--- config.mk ---
export PLATFORM = sky130hd
export DESIGN_NAME = opfetch_unit
export DESIGN_NICKNAME = d
export VERILOG_FILES = /design/src/rtl/opf_pkg.sv /design/src/rtl/opf_regfile.sv /design/src/rtl/opf_agu.sv /design/src/rtl/opf_ctrl.sv /design/src/rtl/opfetch_unit.sv
export SDC_FILE = /design/constraint.sdc
export NUM_CORES = 1
export LEC_CHECK = 0
export CAP_MARGIN = 20
export CORE_MARGIN = 1.5
export CORE_UTILIZATION = 30
export DETAILED_ROUTE_END_ITERATION = 10
export DONT_BUFFER_PORTS = 1
export GPL_TIMING_DRIVEN = 0
export PLACE_DENSITY = 0.56
export SLEW_MARGIN = 0
export SYNTH_ARGS = -nofsm -noshare
export SYNTH_HDL_FRONTEND = slang
export SYNTH_HIERARCHICAL = 1
export SYNTH_SLANG_ARGS = --single-unit
--- constraint.sdc ---
create_clock -name clk -period 8.82 [get_ports clk]
set_input_delay 0.441 -clock clk [delete_from_list [all_inputs] [get_ports clk]]
set_output_delay 0.441 -clock clk [all_outputs]
set_load 0.05 [all_outputs]
--- src/rtl/opf_pkg.sv ---
package opf_pkg;

   typedef enum logic [3:0] {
      AM_REG   = 4'd0,
      AM_IMM   = 4'd1,
      AM_DISP  = 4'd2,
      AM_RIND  = 4'd3,
      AM_INDEX = 4'd4,
      AM_ABS   = 4'd5,
      AM_MIND  = 4'd6,
      AM_AINC  = 4'd7,
      AM_ADEC  = 4'd8,
      AM_SCALE = 4'd9
   } am_e;

   typedef enum logic [2:0] {
      ST_IDLE,
      ST_ADDR,
      ST_MEM1,
      ST_MEM2,
      ST_WB,
      ST_DONE
   } st_e;

   localparam int unsigned AM_LAST = 9;

   function automatic logic am_legal(input logic [3:0] m);
      return (m <= 4'(AM_LAST));
   endfunction

   function automatic logic am_uses_mem(input logic [3:0] m);
      return (m >= 4'd2) && (m <= 4'(AM_LAST));
   endfunction

   function automatic logic am_auto(input logic [3:0] m);
      return (m == 4'd7) || (m == 4'd8);
   endfunction

endpackage

--- src/rtl/opf_regfile.sv ---
module opf_regfile #(
   parameter int DW         = 16,
   parameter int RA         = 4,
   parameter int NRD        = 3,
   parameter int RST_STRIDE = 3
) (
   input  logic                     clk,
   input  logic                     rst_n,
   input  logic                     we,
   input  logic [RA-1:0]            widx,
   input  logic [DW-1:0]            wdata,
   input  logic [NRD-1:0][RA-1:0]   raddr,
   output logic [NRD-1:0][DW-1:0]   rdata
);
   localparam int NREG = 1 << RA;

   logic [DW-1:0] regs [NREG];

   always_ff @(posedge clk or negedge rst_n) begin
      if (!rst_n) begin
         for (int i = 0; i < NREG; i++) regs[i] <= DW'(RST_STRIDE * i);
      end else if (we) begin
         regs[widx] <= wdata;
      end
   end

   for (genvar p = 0; p < NRD; p++) begin : g_rport
      assign rdata[p] = regs[raddr[p]];
   end

endmodule

--- src/rtl/opf_agu.sv ---
module opf_agu
   import opf_pkg::*;
#(
   parameter int DW = 16,
   parameter int SW = 4
) (
   input  logic [3:0]    mode,
   input  logic [DW-1:0] base,
   input  logic [DW-1:0] idx,
   input  logic [DW-1:0] disp,
   input  logic [SW-1:0] dsz,
   output logic [DW-1:0] ea,
   output logic [DW-1:0] base_next
);
   logic [DW-1:0] dext;
   logic [DW-1:0] part [SW];
   logic [DW-1:0] scaled;

   assign dext = DW'(dsz);

   // shift-and-add product idx * dsz, one partial term per scale bit
   for (genvar g = 0; g < SW; g++) begin : g_part
      assign part[g] = dsz[g] ? (idx << g) : '0;
   end

   always_comb begin
      scaled = '0;
      for (int j = 0; j < SW; j++) scaled = scaled + part[j];
   end

   always_comb begin
      ea        = base;
      base_next = base;
      case (am_e'(mode))
         AM_DISP:  ea = base + disp;
         AM_RIND:  ea = base;
         AM_INDEX: ea = base + idx;
         AM_ABS:   ea = disp;
         AM_MIND:  ea = base;
         AM_AINC: begin
            ea        = base;
            base_next = base + dext;
         end
         AM_ADEC: begin
            ea        = base - dext;
            base_next = base - dext;
         end
         AM_SCALE: ea = disp + base + scaled;
         default:  ea = base;
      endcase
   end

endmodule

--- src/rtl/opf_ctrl.sv ---
module opf_ctrl
   import opf_pkg::*;
#(
   parameter int DW = 16,
   parameter int RA = 4,
   parameter int SW = 4
) (
   input  logic          clk,
   input  logic          rst_n,
   input  logic          start,
   input  logic [3:0]    mode,
   input  logic [RA-1:0] rd_sel,
   input  logic [RA-1:0] rs_sel,
   input  logic [RA-1:0] rx_sel,
   input  logic [DW-1:0] imm,
   input  logic [SW-1:0] dsz,
   input  logic          mem_valid,
   input  logic [DW-1:0] mem_rdata,
   input  logic [DW-1:0] agu_ea,
   input  logic [DW-1:0] agu_bnext,
   input  logic [DW-1:0] rs_val,
   input  logic [DW-1:0] rd_val,
   output logic [3:0]    mode_q,
   output logic [RA-1:0] rd_q,
   output logic [RA-1:0] rs_q,
   output logic [RA-1:0] rx_q,
   output logic [DW-1:0] imm_q,
   output logic [SW-1:0] dsz_q,
   output logic          mem_req,
   output logic [DW-1:0] mem_addr,
   output logic          we,
   output logic [RA-1:0] widx,
   output logic [DW-1:0] wdata,
   output logic          done,
   output logic          err,
   output logic          idle
);
   st_e           state_q, state_d;
   logic [DW-1:0] ptr_q;
   logic [DW-1:0] opnd_q;
   logic [DW-1:0] bnext_q;
   logic          err_q;
   logic          accept;

   assign accept = (state_q == ST_IDLE) && start && am_legal(mode);

   always_comb begin
      state_d = state_q;
      case (state_q)
         ST_IDLE: if (accept) state_d = ST_ADDR;
         ST_ADDR: state_d = am_uses_mem(mode_q) ? ST_MEM1 : ST_WB;
         ST_MEM1: if (mem_valid) state_d = (mode_q == 4'(AM_MIND)) ? ST_MEM2 : ST_WB;
         ST_MEM2: if (mem_valid) state_d = ST_WB;
         ST_WB:   state_d = ST_DONE;
         ST_DONE: state_d = ST_IDLE;
         default: state_d = ST_IDLE;
      endcase
   end

   always_ff @(posedge clk or negedge rst_n) begin
      if (!rst_n) begin
         state_q <= ST_IDLE;
         mode_q  <= '0;
         rd_q    <= '0;
         rs_q    <= '0;
         rx_q    <= '0;
         imm_q   <= '0;
         dsz_q   <= '0;
         ptr_q   <= '0;
         opnd_q  <= '0;
         bnext_q <= '0;
         err_q   <= 1'b0;
      end else begin
         state_q <= state_d;
         err_q   <= (state_q == ST_IDLE) && start && !am_legal(mode);
         case (state_q)
            ST_IDLE: if (accept) begin
               mode_q <= mode;
               rd_q   <= rd_sel;
               rs_q   <= rs_sel;
               rx_q   <= rx_sel;
               imm_q  <= imm;
               dsz_q  <= dsz;
            end
            ST_ADDR: begin
               ptr_q   <= agu_ea;
               bnext_q <= agu_bnext;
               if (!am_uses_mem(mode_q))
                  opnd_q <= (mode_q == 4'(AM_REG)) ? rs_val : imm_q;
            end
            ST_MEM1: if (mem_valid) begin
               if (mode_q == 4'(AM_MIND)) ptr_q <= mem_rdata;
               else                       opnd_q <= mem_rdata;
            end
            ST_MEM2: if (mem_valid) opnd_q <= mem_rdata;
            default: ;
         endcase
      end
   end

   assign mem_req  = (state_q == ST_MEM1) || (state_q == ST_MEM2);
   assign mem_addr = ptr_q;
   assign we       = (state_q == ST_WB) || ((state_q == ST_DONE) && am_auto(mode_q));
   assign widx     = (state_q == ST_WB) ? rd_q : rs_q;
   assign wdata    = (state_q == ST_WB) ? (rd_val + opnd_q) : bnext_q;
   assign done     = (state_q == ST_DONE);
   assign err      = err_q;
   assign idle     = (state_q == ST_IDLE);

endmodule

--- src/rtl/opfetch_unit.sv ---
module opfetch_unit #(
   parameter int DW         = 16,
   parameter int RA         = 4,
   parameter int SW         = 4,
   parameter int RST_STRIDE = 3
) (
   input  logic          clk,
   input  logic          rst_n,
   input  logic          start,
   input  logic [3:0]    mode,
   input  logic [RA-1:0] rd_sel,
   input  logic [RA-1:0] rs_sel,
   input  logic [RA-1:0] rx_sel,
   input  logic [DW-1:0] imm,
   input  logic [SW-1:0] dsz,
   output logic          mem_req,
   output logic [DW-1:0] mem_addr,
   input  logic [DW-1:0] mem_rdata,
   input  logic          mem_valid,
   output logic          done,
   output logic          wr_en,
   output logic [RA-1:0] wr_idx,
   output logic [DW-1:0] wr_data,
   output logic          err
);
   localparam int NRD = 3;

   if (DW < 8 || DW > 64) begin : g_bad_dw
      $error("opfetch_unit: DW must lie in 8..64");
   end
   if (RA < 1 || RA > 6) begin : g_bad_ra
      $error("opfetch_unit: RA must lie in 1..6");
   end
   if (SW < 1 || SW > DW) begin : g_bad_sw
      $error("opfetch_unit: SW must lie in 1..DW");
   end

   logic [3:0]              mode_q;
   logic [RA-1:0]           rd_q, rs_q, rx_q;
   logic [DW-1:0]           imm_q;
   logic [SW-1:0]           dsz_q;
   logic [NRD-1:0][RA-1:0]  raddr;
   logic [NRD-1:0][DW-1:0]  rdata;
   logic [DW-1:0]           agu_ea, agu_bnext;
   logic                    ctl_idle;

   assign raddr[0] = rs_q;
   assign raddr[1] = rx_q;
   assign raddr[2] = rd_q;

   opf_regfile #(.DW(DW), .RA(RA), .NRD(NRD), .RST_STRIDE(RST_STRIDE)) u_rf (
      .clk   (clk),
      .rst_n (rst_n),
      .we    (wr_en),
      .widx  (wr_idx),
      .wdata (wr_data),
      .raddr (raddr),
      .rdata (rdata)
   );

   opf_agu #(.DW(DW), .SW(SW)) u_agu (
      .mode      (mode_q),
      .base      (rdata[0]),
      .idx       (rdata[1]),
      .disp      (imm_q),
      .dsz       (dsz_q),
      .ea        (agu_ea),
      .base_next (agu_bnext)
   );

   opf_ctrl #(.DW(DW), .RA(RA), .SW(SW)) u_ctrl (
      .clk       (clk),
      .rst_n     (rst_n),
      .start     (start),
      .mode      (mode),
      .rd_sel    (rd_sel),
      .rs_sel    (rs_sel),
      .rx_sel    (rx_sel),
      .imm       (imm),
      .dsz       (dsz),
      .mem_valid (mem_valid),
      .mem_rdata (mem_rdata),
      .agu_ea    (agu_ea),
      .agu_bnext (agu_bnext),
      .rs_val    (rdata[0]),
      .rd_val    (rdata[2]),
      .mode_q    (mode_q),
      .rd_q      (rd_q),
      .rs_q      (rs_q),
      .rx_q      (rx_q),
      .imm_q     (imm_q),
      .dsz_q     (dsz_q),
      .mem_req   (mem_req),
      .mem_addr  (mem_addr),
      .we        (wr_en),
      .widx      (wr_idx),
      .wdata     (wr_data),
      .done      (done),
      .err       (err),
      .idle      (ctl_idle)
   );

endmodule

==> run metrics <==
Routed WL=87,500 um; final worst path period share=96.9%; Layout area overhead=13.7%; ys async rst share=100%; area of the mapped netlist=24,900 um2; final RePlAce weighted congestion=0.963; core area=82,100 um2; starting density of the core=30.3%; fmax=0.117 GHz; placed instance area=26,500 um2; Clock Skew=31.8 ps; first-iteration detailed-routing DRC count=2,083; setup bufs post-CTS=0; most common library cells after synthesis=dfrtp_1 (302), mux2_2 (257), mux4_2 (192); element type at the critical path end=register; Final ANT Viol Nets=0; die height=291 um; Synth Area in Adders=7.03%; synth warn=6; Yosys cell types=87; RSZ-0062 raised after global routing=no; R2R Path End=u_ctrl/mem_addr[14]; I/O pin cnt=96; flops & latches, synth=344; Max-Slew Margin vs Limit=16.5%; PortBufs=0; CP max stage delay=680 ps; Worst Path Required=9270 ps; status=completed; layout cells sized above 1=31.4%; GRT overflow=0; Worst R2R Path Depth=28; worst skew pair latency=600 ps; Worst Path Arrival=8990 ps; largest net degree at the start of global routing=345; min cycle time layout=8540 ps; Seq/Total Area, Yosys=34.8%; Total GRT Usage=20.3%; Fill cells=8,063; Reg2Reg Launch Point=u_ctrl/rs_q[0]; worst reg2reg setup slack=280 ps; min-delay worst type=in2reg; XOR/XNOR share of the synthesized area=2.50%; vias in the first global route=19,600; Pre-antenna DRT Iters=8; die width=291 um; number of cell rows=105; Slew @ Worst Pin=1250 ps; largest family of logic cells by synthesized area=multiplexers; total vias in the final route=19,300; detailed placement HPWL=64,900 um; crit path from=u_ctrl/rs_q[0]; Mean Syn Cell Area=11.8 um2; root buffer cell=clkbuf_16; H-tree Lvls=2; Setup crit start kind=register; Mapped Cells=2,117; Area contributors post-synth=dfrtp_1 (30%), mux4_2 (17%), mux2_2 (12%), dfstp_2 (4.4%), fa_1 (3.6%); Synth Area in Simple Gates=8.63%; die footprint=84,800 um2; syn nets=2,286; Routed WL per cell=26.4 um; multiplexer share of the synthesized area=32.6%; Fin. Hold Viols=0; DRC=0; kind of critical path=reg2reg; count leader, synth=dfrtp_1; Synth Flop Type=dfrtp_1; Yosys top cell area share=30.3%; Slew Limit Fails=0; Final #Nets=2,377; Clock transition at path regs=60 ps; global-route wire length before repair=128,000 um; Synth Area in Compound Gates=10.7%; # setup viols final=0; TritonCTS Sinks=344; initial antenna violation count=0; Vias/cell=5.82; Longest Clk Path Bufs=3; final std cell area, no fill=28,300 um2; cell taking the most area after synthesis=dfrtp_1; number of max-cap violations=0; Critical Path Slowest Stage Cell=a2111oi_0; CTS Buf Count=39; crit path to=u_ctrl/mem_addr[14]; Post-synth EDFFs=0; crit path max fanout=10; CTS tree=yes
flip-flops by register name, indices dropped and copies added, names as in the netlist, 16 cells and up:
signal / count
u_ctrl/opnd_q: 16
u_ctrl/imm_q: 16
u_ctrl/mem_addr: 16
u_ctrl/bnext_q: 16
u_rf/regs: 256
timing repair:
item | CTS | global route
pin swaps | 0 | 0
endpoints found under the setup margin | 4 | 4
hold buffers | 33 | 3
hold endpoints to repair | 376 | 37
resized for setup | 7 | 17
cloned | 0 | 0
metrics by stage:
stage	hold slack, ps	std cells	TNS, ps	util, %	setup WS [ps]
floorplan	145	2117	0	-	1560
global placement	162	3187	-476	32.0	-246
detailed placement	161	3200	-878	32.2	-354
CTS	0.614	3304	0	34.3	6.69
global route	2.54	3309	0	34.5	24.7
finish	28.0	3311	0	34.5	277
cell families (layout without fill, tap and decap cells):
logic type      after synthesis  after routing
compound gates              391            391
xor+xnor                     67             67
fa+ha+maj                   113            113
buf+inv                     222            344
flops                       344            344
mux                         532            532
other cells                   0              2
simple gates                448            448
cell type report:
type | instances | area [um2] | area share, %
multi-input combinational | 1551 | 15400 | 54.3
clock buffer | 58 | 1140 | 4.01
sequential | 344 | 8660 | 30.6
tap | 1070 | 1340 | 4.73
clock inverter | 14 | 216 | 0.764
buffer | 153 | 727 | 2.57
antenna | 2 | 5.00 | 0.0177
inverter | 68 | 255 | 0.901
timing repair buffer | 51 | 602 | 2.12
layout by cell type (no fill, tap or decap), types with 67 or more instances in the layout:
cell	count
mux4_2	192
clkbuf_1	89
inv_1	67
a21oi_1	71
dfrtp_1	301
ha_1	68
nand2_1	161
a22oi_1	99
mux2_2	257
nor2_1	111
worst min path at each step:
stage / start / endpoint / cells past startpoint
5_1_grt: dsz[2] / u_ctrl/dsz_q[2] / 1
2_1_floorplan: rst_n / u_ctrl/bnext_q[0] / 0
6_report: dsz[2] / u_ctrl/dsz_q[2] / 1
4_1_cts: rd_sel[2] / u_ctrl/rd_q[2] / 1
3_5_place_dp: rst_n / u_rf/regs[177] / 0
3_3_place_gp: rst_n / u_rf/regs[129] / 0
critical path, delay by kind of cell (launching register included):
family | cells | cell delay (ps)
AO/OA/AOI/OAI | 12 | 3150
AND/OR/NAND/NOR | 3 | 500
flip-flops | 1 | 370
adder cells (fa/ha/maj) | 5 | 2330
XOR/XNOR | 1 | 320
multiplexers | 2 | 910
buffers and inverters | 5 | 780
routing by layer:
metal	vias up	track usage, %	routed length [um]
met5	-	0	0
met4	0	8.02	3390
met3	196	4.52	8230
met2	955	32.9	41100
met1	9956	26.3	34900
li1	8161	-	-
Power is left out: the tool's default activity adds up to more than one toggle a clock period on the data nets, which glitch-free logic cannot reach.
